$ cat src/rtl/ptw_pkg.sv
package ptw_pkg;
  typedef enum logic [1:0] {
    ET_INVALID = 2'd0,
    ET_TABLE   = 2'd1,
    ET_PAGE    = 2'd2,
    ET_RSVD    = 2'd3
  } entry_type_e;

  typedef enum logic [1:0] {
    FC_NONE    = 2'd0,
    FC_INVALID = 2'd1,
    FC_BADTYPE = 2'd2,
    FC_PROT    = 2'd3
  } fault_cause_e;

  typedef enum logic [1:0] {
    ST_IDLE  = 2'd0,
    ST_READ  = 2'd1,
    ST_WBACK = 2'd2
  } walk_state_e;

  localparam int ENT_W   = 32;
  localparam int REF_BIT = 5;
  localparam int MOD_BIT = 6;
  localparam int ACC_LSB = 2;
  localparam int ACC_W   = 3;
  localparam int PPN_LSB = 8;
endpackage

$ cat src/rtl/ptw_addr.sv
module ptw_addr #(
  parameter int CTX_W = 4,
  parameter int L1_W  = 8,
  parameter int L2_W  = 6,
  parameter int L3_W  = 6,
  parameter int OFF_W = 12,
  localparam int ENT_W = ptw_pkg::ENT_W,
  localparam int VA_W  = L1_W + L2_W + L3_W + OFF_W,
  localparam int AW    = ENT_W + 6,
  localparam int BW    = AW - 2
) (
  input  logic [CTX_W-1:0] ctx_num,
  input  logic [ENT_W-1:0] ctx_ptr,
  input  logic [ENT_W-1:0] desc,
  input  logic [VA_W-1:0]  va,
  input  logic [1:0]       tgt_lvl,
  output logic [AW-1:0]    ctx_addr,
  output logic [AW-1:0]    next_addr
);
  logic [ENT_W+3:0] ptr_part;
  logic [ENT_W+3:0] ctx_part;
  logic [BW-1:0]    base_w;
  logic [BW-1:0]    idx_ext;
  logic [BW-1:0]    word;

  assign ptr_part = {ctx_ptr[ENT_W-1:2], 6'b0};
  assign ctx_part = {{(ENT_W+2-CTX_W){1'b0}}, ctx_num, 2'b00};
  assign ctx_addr = {2'b00, ptr_part | ctx_part};

  // next table base: pointer field with type bits cleared, times 16 words
  assign base_w = {desc[ENT_W-1:2], 6'b0};

  always_comb begin
    unique case (tgt_lvl)
      2'd1:    idx_ext = BW'(va[VA_W-1 -: L1_W]);
      2'd2:    idx_ext = BW'(va[OFF_W+L3_W +: L2_W]);
      default: idx_ext = BW'(va[OFF_W +: L3_W]);
    endcase
  end

  assign word      = base_w + idx_ext;
  assign next_addr = {word, 2'b00};
endmodule

$ cat src/rtl/ptw_perm.sv
module ptw_perm
  import ptw_pkg::*;
(
  input  logic [ACC_W-1:0] code,
  input  logic             user,
  input  logic             write,
  output logic             prot_fault
);
  logic user_blocked;
  logic wr_ok;

  // codes 6 and 7 carry no user rights
  assign user_blocked = user && (code > 3'd5);

  always_comb begin
    if (user) wr_ok = (code == 3'd1) || (code == 3'd3);
    else      wr_ok = code[0];
  end

  assign prot_fault = user_blocked || (write && !wr_ok);
endmodule

$ cat src/rtl/pt_walker.sv
module pt_walker
  import ptw_pkg::*;
#(
  parameter int CTX_W = 4,
  parameter int L1_W  = 8,
  parameter int L2_W  = 6,
  parameter int L3_W  = 6,
  parameter int OFF_W = 12,
  localparam int VA_W = L1_W + L2_W + L3_W + OFF_W,
  localparam int AW   = ENT_W + 6,
  localparam int PA_W = ENT_W - PPN_LSB + OFF_W
) (
  input  logic             clk,
  input  logic             rst_n,
  input  logic             req_valid,
  input  logic [VA_W-1:0]  req_va,
  input  logic             req_write,
  input  logic             req_user,
  output logic             busy,
  input  logic [CTX_W-1:0] ctx_num,
  input  logic [ENT_W-1:0] ctx_ptr,
  output logic             mem_req,
  output logic             mem_we,
  output logic [AW-1:0]    mem_addr,
  output logic [ENT_W-1:0] mem_wdata,
  input  logic             mem_ack,
  input  logic [ENT_W-1:0] mem_rdata,
  output logic             resp_valid,
  output logic             resp_fault,
  output logic [1:0]       resp_level,
  output logic [1:0]       resp_cause,
  output logic [PA_W-1:0]  resp_pa
);
  walk_state_e      state_q, state_d;
  logic [1:0]       lvl_q, lvl_d;
  logic [AW-1:0]    addr_q, addr_d;
  logic [ENT_W-1:0] wdata_q, wdata_d;
  logic [VA_W-1:0]  va_q;
  logic             wr_q, usr_q;
  logic             accept;
  logic             rv_d, rf_d;
  logic [1:0]       rl_d, rc_d;
  logic [PA_W-1:0]  pa_d;

  logic [AW-1:0]    ctx_addr, next_addr;
  logic             prot_fault;
  entry_type_e      etype;
  logic             last_lvl;
  logic [ENT_W-1:0] upd;

  ptw_addr #(
    .CTX_W(CTX_W), .L1_W(L1_W), .L2_W(L2_W), .L3_W(L3_W), .OFF_W(OFF_W)
  ) u_addr (
    .ctx_num  (ctx_num),
    .ctx_ptr  (ctx_ptr),
    .desc     (mem_rdata),
    .va       (va_q),
    .tgt_lvl  (lvl_q + 2'd1),
    .ctx_addr (ctx_addr),
    .next_addr(next_addr)
  );

  ptw_perm u_perm (
    .code      (mem_rdata[ACC_LSB +: ACC_W]),
    .user      (usr_q),
    .write     (wr_q),
    .prot_fault(prot_fault)
  );

  assign etype    = entry_type_e'(mem_rdata[1:0]);
  assign last_lvl = (lvl_q == 2'd3);
  assign upd      = mem_rdata | (ENT_W'(1) << REF_BIT) | (ENT_W'(wr_q) << MOD_BIT);
  assign accept   = (state_q == ST_IDLE) && req_valid;

  always_comb begin
    state_d = state_q;
    lvl_d   = lvl_q;
    addr_d  = addr_q;
    wdata_d = wdata_q;
    rv_d    = 1'b0;
    rf_d    = resp_fault;
    rl_d    = resp_level;
    rc_d    = resp_cause;
    pa_d    = resp_pa;
    unique case (state_q)
      ST_IDLE: begin
        if (req_valid) begin
          state_d = ST_READ;
          lvl_d   = 2'd0;
          addr_d  = ctx_addr;
        end
      end
      ST_READ: begin
        if (mem_ack) begin
          if (!last_lvl && etype == ET_TABLE) begin
            lvl_d  = lvl_q + 2'd1;
            addr_d = next_addr;
          end else if (last_lvl && etype == ET_PAGE && !prot_fault) begin
            rf_d = 1'b0;
            rl_d = lvl_q;
            rc_d = FC_NONE;
            pa_d = {mem_rdata[ENT_W-1:PPN_LSB], va_q[OFF_W-1:0]};
            if (upd != mem_rdata) begin
              state_d = ST_WBACK;
              wdata_d = upd;
            end else begin
              state_d = ST_IDLE;
              rv_d    = 1'b1;
            end
          end else begin
            state_d = ST_IDLE;
            rv_d    = 1'b1;
            rf_d    = 1'b1;
            rl_d    = lvl_q;
            if (etype == ET_INVALID)                     rc_d = FC_INVALID;
            else if (last_lvl && etype == ET_PAGE)       rc_d = FC_PROT;
            else                                         rc_d = FC_BADTYPE;
          end
        end
      end
      ST_WBACK: begin
        if (mem_ack) begin
          state_d = ST_IDLE;
          rv_d    = 1'b1;
        end
      end
      default: state_d = ST_IDLE;
    endcase
  end

  always_ff @(posedge clk or negedge rst_n) begin
    if (!rst_n) begin
      state_q    <= ST_IDLE;
      lvl_q      <= 2'd0;
      addr_q     <= '0;
      wdata_q    <= '0;
      va_q       <= '0;
      wr_q       <= 1'b0;
      usr_q      <= 1'b0;
      resp_valid <= 1'b0;
      resp_fault <= 1'b0;
      resp_level <= 2'd0;
      resp_cause <= 2'd0;
      resp_pa    <= '0;
    end else begin
      state_q    <= state_d;
      lvl_q      <= lvl_d;
      addr_q     <= addr_d;
      wdata_q    <= wdata_d;
      resp_valid <= rv_d;
      resp_fault <= rf_d;
      resp_level <= rl_d;
      resp_cause <= rc_d;
      resp_pa    <= pa_d;
      if (accept) begin
        va_q  <= req_va;
        wr_q  <= req_write;
        usr_q <= req_user;
      end
    end
  end

  assign busy      = (state_q != ST_IDLE);
  assign mem_req   = (state_q == ST_READ) || (state_q == ST_WBACK);
  assign mem_we    = (state_q == ST_WBACK);
  assign mem_addr  = addr_q;
  assign mem_wdata = wdata_q;


  mem_hold_chk: assert property (@(posedge clk) disable iff (!rst_n)
    mem_req && !mem_ack |=> mem_req && $stable(mem_addr) && $stable(mem_we) && $stable(mem_wdata));


  wb_once_chk: assert property (@(posedge clk) disable iff (!rst_n)
    mem_req && mem_we && mem_ack |=> !mem_we);


  wb_ref_chk: assert property (@(posedge clk) disable iff (!rst_n)
    mem_req && mem_we |-> mem_wdata[REF_BIT] && (mem_wdata[1:0] == 2'b10));


  resp_pulse_chk: assert property (@(posedge clk) disable iff (!rst_n)
    resp_valid |=> !resp_valid);


  prot_level_chk: assert property (@(posedge clk) disable iff (!rst_n)
    resp_valid && (resp_cause == FC_PROT) |-> resp_fault && (resp_level == 2'd3));
endmodule

$ cat config.mk
export PLATFORM = sky130hd
export DESIGN_NAME = pt_walker
export DESIGN_NICKNAME = d
export VERILOG_FILES = /design/src/rtl/ptw_pkg.sv /design/src/rtl/ptw_addr.sv /design/src/rtl/ptw_perm.sv /design/src/rtl/pt_walker.sv
export SDC_FILE = /design/constraint.sdc
export NUM_CORES = 1
export LEC_CHECK = 0
export ABC_AREA = 1
export ABC_CLOCK_PERIOD_IN_PS = 2500
export BUFFER_PORTS_ARGS = -buffer_cell sky130_fd_sc_hd__buf_2
export CORE_ASPECT_RATIO = 1.75
export CORE_MARGIN = 2
export CORE_UTILIZATION = 40
export DETAILED_ROUTE_END_ITERATION = 8
export GPL_TIMING_DRIVEN = 0
export PLACE_DENSITY_LB_ADDON = 0.12
export RECOVER_POWER = 50
export SYNTH_ARGS = -nofsm -noshare
export SYNTH_HDL_FRONTEND = slang
export SYNTH_SLANG_ARGS = --single-unit
$ cat constraint.sdc
create_clock -name clk -period 2.5 [get_ports clk]
set_input_delay 0.5 -clock clk [delete_from_list [all_inputs] [get_ports clk]]
set_output_delay 0.5 -clock clk [all_outputs]
set_load 0.1 [all_outputs]
# Word level (Yosys, flattened, before mapping)
# Index checks and enable logic that the tools add are counted.
# totals
ff_bits,150
input_bits,106
output_inout_bits,115
elab_cells,81
# op_classes
add_sub_neg,2
order_cmp,1
eq_ne,15
muxes,27
n_bitwise,3
n_reduce_logical,21
# ops
op,n
$mux 38,3
$pmux 38 s2,1
$add 36x8->36,1
$or 36x6->36,1
$ne 32x32->1,1
$or 32x7->32,1
$mux 2,11
$pmux 8 s2,1
$reduce_and 4->1,3
$eq 2x2->1 const B,4
$mux 1,8
$ne 2x2->1 const B,4
$eq 2x1->1 const B,3
$logic_and 1x1->1,6
$pmux 2 s3,1
$reduce_and 5->1,1
$logic_not 2->1,2
$pmux 2 s2,1
$reduce_bool 2->1,2
$eq 3x1->1 const B,1
$eq 3x2->1 const B,1
$gt 3x3->1 const B,1
$logic_not 1->1,3
$logic_or 1x1->1,3
other kinds (5),5

# Logic depth before layout (Yosys ltp)
# depth
word_depth,12
ltp_mapped,16
depth_no_buf,15

# Cells and area by module
# Synthesis repeated with hierarchy kept, for this count alone.
# hier_totals
cells_unflattened,864
hier_area_um2,7533.5
# by_module_without_submodules
mod,instances,cells_each,area_each_um2,seq_area_each_um2
pt_walker,1,598,6137.1,3753.6
ptw_addr,1,257,1362.6,0.0
ptw_perm,1,9,33.8,0.0

# Least setup slack after synthesis
# OpenSTA, ideal clock, no wires.
# synth_path
path_kind,reg2reg
start,register lvl_q[0]
end,"register addr_q[30], in the netlist mem_addr[30]"
setup_time_ns,0.120
arrival_time_ns,2.320
t_required_ns,2.380
setup_slack_ns,0.061
path_stages_with_launch,17
n_path_buf,1
synth_period_minus_slack_ns,2.439
cell_sequence,dfrtp_1 inv_1 ha_1 clkbuf_1 nand2_1 inv_1 ha_1 inv_1 fa_1 inv_1 nand3_1 nor2_1 nand2_1 nand2_1 nand3_1 nand2_1 nand2_1
# synth_between
elab_chain_cells,7
elab_cells_between_ends,13
cone_classes,2 x add/sub; 4 x eq/ne; 4 x mux; 3 x reduce/logical
# synth_lines
item,line_no,source
start: declaration,pt_walker.sv:35,"logic [1:0] lvl_q, lvl_d;"
start signal: assignment,pt_walker.sv:147,lvl_q <= lvl_d;
$add 2x1->2,pt_walker.sv:58,".tgt_lvl (lvl_q + 2'd1),"
$eq 2x2->1 / $eq 2x1->1 (equally long branches),ptw_addr.sv:34,unique case (tgt_lvl)
$pmux 8 s2,ptw_addr.sv:34,
$add 36x8->36,ptw_addr.sv:41,assign word = base_w + idx_ext;
$mux 38,pt_walker.sv:95,if (!last_lvl && etype == ET_TABLE) begin
$mux 38,pt_walker.sv:94,if (mem_ack) begin
$pmux 38 s2,pt_walker.sv:85,unique case (state_q)
end signal: assignment,pt_walker.sv:148,addr_q <= addr_d;
end: declaration,pt_walker.sv:36,"logic [AW-1:0] addr_q, addr_d;"
# Parallel ways exist; a longest one is shown, timed or not. The select of a mux whose other input is x is not followed.
# A chain may end at the register's enable or synchronous reset.

# Final worst setup path
# Same ends and word-level chain as after synthesis.

==> impl_metrics.prom <==
# TYPE chip_impl_metric gauge
chip_impl_metric{name="layout.core_utilization",unit="%"} 52.1
chip_impl_metric{name="dp_hpwl",unit="um"} 18000
chip_impl_metric{name="vias_per_cell",unit=""} 4.91
chip_impl_metric{name="globalRouteTotalUtil",unit="%"} 24.6
chip_impl_metric{name="drt-initial-drc-count",unit=""} 242
chip_impl_metric{name="number_of_global_route_vias_before_repair",unit=""} 6607
chip_impl_metric{name="postRouteWirelength",unit="um"} 23200
chip_impl_metric{name="routed-via-count",unit=""} 6557
chip_impl_metric{name="pin_count_of_the_biggest_net_entering_global_routing",unit=""} 86
chip_impl_metric{name="yosysWarnings",unit=""} 0
chip_impl_metric{name="grt_pass1_wl",unit="um"} 35700
chip_impl_metric{name="maxSlewHeadroom",unit="%"} -9.04
chip_impl_info{name="startpoint_type",value="flop"} 1
chip_impl_metric{name="crit_path_max_fanout",unit=""} 5
chip_impl_metric{name="synth_cell_types",unit=""} 35
chip_impl_metric{name="layout.cells.non_filler",unit=""} 1335
chip_impl_metric{name="drive_above_1_share",unit="%"} 35.9
chip_impl_info{name="ys_dominant_reg_cell",value="dfrtp_1"} 1
chip_impl_metric{name="cp_data_required_time",unit="ns"} 2.81
chip_impl_metric{name="syn_area_per_cell",unit="um2"} 8.55
chip_impl_metric{name="min_period_over_period",unit="%"} 94.9
chip_impl_metric{name="worstHoldPathCells",unit=""} 2
chip_impl_metric{name="clk_pin_slew_worst_paths",unit="ns"} 0.06
chip_impl_metric{name="numPortBuffers",unit=""} 215
chip_impl_metric{name="seq_area_frac_synth",unit="%"} 51.3
chip_impl_metric{name="vdd.ir_drop.worst",unit="mV"} 0.761
chip_impl_metric{name="coreArea",unit="um2"} 17900
chip_impl_metric{name="io_pins",unit=""} 221
chip_impl_metric{name="ant_nets",unit=""} 0
chip_impl_metric{name="worst_clk_skew",unit="ns"} 0.0141
chip_impl_metric{name="setup_violations",unit=""} 0
chip_impl_metric{name="synthesis.area",unit="um2"} 7210
chip_impl_metric{name="yosys_register_bits",unit=""} 148
chip_impl_metric{name="timing.final.crit_period",unit="ns"} 2.37
chip_impl_info{name="outcome",value="finished, violations left"} 1
chip_impl_metric{name="cts_hold_buffers_added",unit=""} 0
chip_impl_metric{name="worst_pin_slew",unit="ns"} 1.64
chip_impl_info{name="critical_path.endpoint_type",value="flop"} 1
chip_impl_metric{name="drt_pre_antenna_iters",unit=""} 7
chip_impl_metric{name="power.density",unit="nW/um2"} 1340
chip_impl_info{name="synthTopCellsByArea",value="dfrtp_1, nand2_1, nor2_1"} 1
chip_impl_info{name="hold_path.class",value="in2reg"} 1
chip_impl_metric{name="post_drt_wl_per_cell",unit="um"} 17.4
chip_impl_metric{name="cts.path.max_buffers",unit=""} 2
chip_impl_info{name="tritoncts",value="built"} 1
chip_impl_metric{name="cell_count_after_synthesis",unit=""} 844
chip_impl_metric{name="chipHeight",unit="um"} 182
chip_impl_metric{name="htree_num_levels",unit=""} 4
chip_impl_metric{name="clkSinkCount",unit=""} 148
chip_impl_metric{name="p_leak",unit="nW"} 4.88
chip_impl_metric{name="grt_overflow",unit=""} 0
chip_impl_metric{name="number_of_buffers_created_by_cts",unit=""} 17
chip_impl_metric{name="cp_data_arrival_time",unit="ns"} 2.68
chip_impl_metric{name="die_w",unit="um"} 106
chip_impl_metric{name="max_cap_violations",unit=""} 1
chip_impl_info{name="path_class",value="reg2reg"} 1
chip_impl_metric{name="number_of_antenna_violations_at_the_first_check_in_global_routing",unit=""} 3
chip_impl_metric{name="async_reset_ff_share",unit="%"} 100
chip_impl_metric{name="placementRows",unit=""} 65
chip_impl_metric{name="synth_top_area_share",unit="%"} 51.3
chip_impl_info{name="yosys.area.top_type",value="dfrtp_1"} 1
chip_impl_metric{name="dpl_cells",unit=""} 1295
chip_impl_metric{name="timing.final.max_slew_violations",unit=""} 65
chip_impl_metric{name="timing.final.hold_violations",unit=""} 0
chip_impl_metric{name="syn2layout_area_growth",unit="%"} 29.2
chip_impl_metric{name="place.gp.congestion",unit=""} 0.916
chip_impl_metric{name="dieArea",unit="um2"} 19200
chip_impl_metric{name="starting_density",unit="%"} 40.3
chip_impl_metric{name="max_clock_freq",unit="GHz"} 0.421
chip_impl_info{name="clock_tree.root_cell",value="clkbuf_16"} 1
chip_impl_metric{name="clock_latency",unit="ns"} 0.43
chip_impl_metric{name="fillers",unit=""} 1850
chip_impl_metric{name="synth_edf_count",unit=""} 0
chip_impl_metric{name="r2r_cells",unit=""} 15
chip_impl_info{name="failed_checks",value="max-capacitance violations, max-slew violations"} 1
chip_impl_metric{name="nets",unit=""} 1201
chip_impl_metric{name="drc",unit=""} 0
## critical path: stages, from the launching register on
cell and delay, ns:
dfrtp_2 0.44, inv_2 0.09, ha_4 0.14, nand2_1 0.05
inv_1 0.05, ha_2 0.18, inv_1 0.06, fa_2 0.43
inv_4 0.11, nand3_4 0.11, nor2_4 0.21, nand2_1 0.07
nand2_1 0.06, nand3_1 0.09, nand2_1 0.10, nand2_1 0.05
## logic make-up (layout without fill, tap and decap cells)
kind of cell,count (synthesis),after routing,share of synthesized area [%]
buffers and inverters,108,362,6.95
multiplexers,21,21,3.28
XOR/XNOR,5,5,0.607
other,1,4,0.0520
flip-flops,148,148,51.3
AND/OR/NAND/NOR,411,411,24.4
adder cells (fa/ha/maj),9,9,1.66
AO/OA/AOI/OAI,141,141,11.7
## worst paths after layout
check                             startpoint            end  slack [ns]
max in group asynchronous              rst_n       lvl_q[0]        0.45
worst min-delay path              req_va[29]       va_q[29]        0.30
min in group asynchronous              rst_n  mem_wdata[16]        0.50
worst max register to register      lvl_q[0]   mem_addr[30]        0.13
worst min register to register  mem_wdata[1]   mem_wdata[1]        0.47
worst max-delay path                lvl_q[0]   mem_addr[30]        0.13
## registers in the layout, summed over array words and instances, names as in the netlist
signal      flops
lvl_q           2
mem_addr       36
mem_wdata      32
resp_cause      2
resp_fault      1
resp_level      2
resp_pa        36
resp_valid      1
state_q         2
usr_q           1
va_q           32
wr_q            1
## synth_stat cells (3+ instances only)
cell and count:
dfrtp_1 148, a21oi_1 35, mux2_2 21, xor2_1 5, nand4_1 6, nand2_2 31
buf_6 8, nor2_1 92, o21ai_1 41, nand2_1 231, o21ai_0 22, ha_1 8
a31oi_1 7, inv_2 7, clkbuf_1 6, nor2_2 5, o211ai_1 3, nand3_1 39
buf_2 17, inv_1 63, o21ai_2 30, buf_4 4
## stage by stage
step / cell area [um2] / power (mW) / worst slack [ns] / hold slack (ns) / TNS [ns]
after floorplan: 7220 / 8.34 / 0.0607 / 0.204 / 0
after global placement: 8590 / 9.65 / -1.38 / 0.445 / -207.86
after detailed placement: 8620 / 9.72 / -0.729 / 0.460 / -6.36
after CTS: 9300 / 12.5 / 0.0155 / 0.0790 / 0
after global routing: 9320 / 13.1 / -0.00713 / 0.286 / -0.0130
final: 9320 / 12.5 / 0.126 / 0.304 / 0
## where the power goes
part | internal, mW | switching [mW] | total [mW]
clock network | 1.65 | 1.05 | 2.70
registers | 3.11 | 0.346 | 3.46
logic | 1.29 | 5.01 | 6.30
total | 6.06 | 6.41 | 12.5
## cell usage in the layout, fill, tap and decap left out, types with 3 or more instances in the layout
master and n:
a21oi_1 35, clkinvlp_4 4, o21ai_1 41, o21ai_2 30, nand3_1 38, inv_2 10
ha_1 6, nand2_2 31, clkbuf_16 17, clkbuf_8 3, inv_1 60, xor2_1 5
nor2_4 3, clkinv_4 3, nor2_2 5, nor2_1 89, o211ai_1 3, buf_2 229
buf_6 9, nand4_1 6, dfrtp_1 147, clkbuf_1 8, nand2_1 232, o21ai_0 22
a31oi_1 7, bufinv_16 3, mux2_2 21, buf_4 11
## layer usage
layer,vias to the layer above,part of all wire [%],global-route usage [%]
li1,3183,-,-
met1,3084,36,25.8
met2,228,54,45.0
met3,60,5.4,6.03
met4,2,4.9,12.7
met5,-,0.022,0
## cell type report
class | count | area, um2 | share of cell area, %
inverter | 71 | 269 | 2.89
multi-input combinational | 589 | 3060 | 32.8
timing repair buffer | 223 | 1140 | 12.2
tap | 234 | 293 | 3.14
buffer | 36 | 229 | 2.46
antenna | 2 | 5.00 | 0.0537
sequential | 148 | 3700 | 39.8
clock buffer | 21 | 470 | 5.05
clock inverter | 11 | 151 | 1.62
## what timing repair did
item | CTS | global route
pin swaps | 1 | 3
gates resized for setup | 10 | 8
setup endpoints to repair | 23 | 16
buffers inserted | 3 | 4
gates cloned | 0 | 0
No activity file was read; power rests on OpenSTA's default activity.
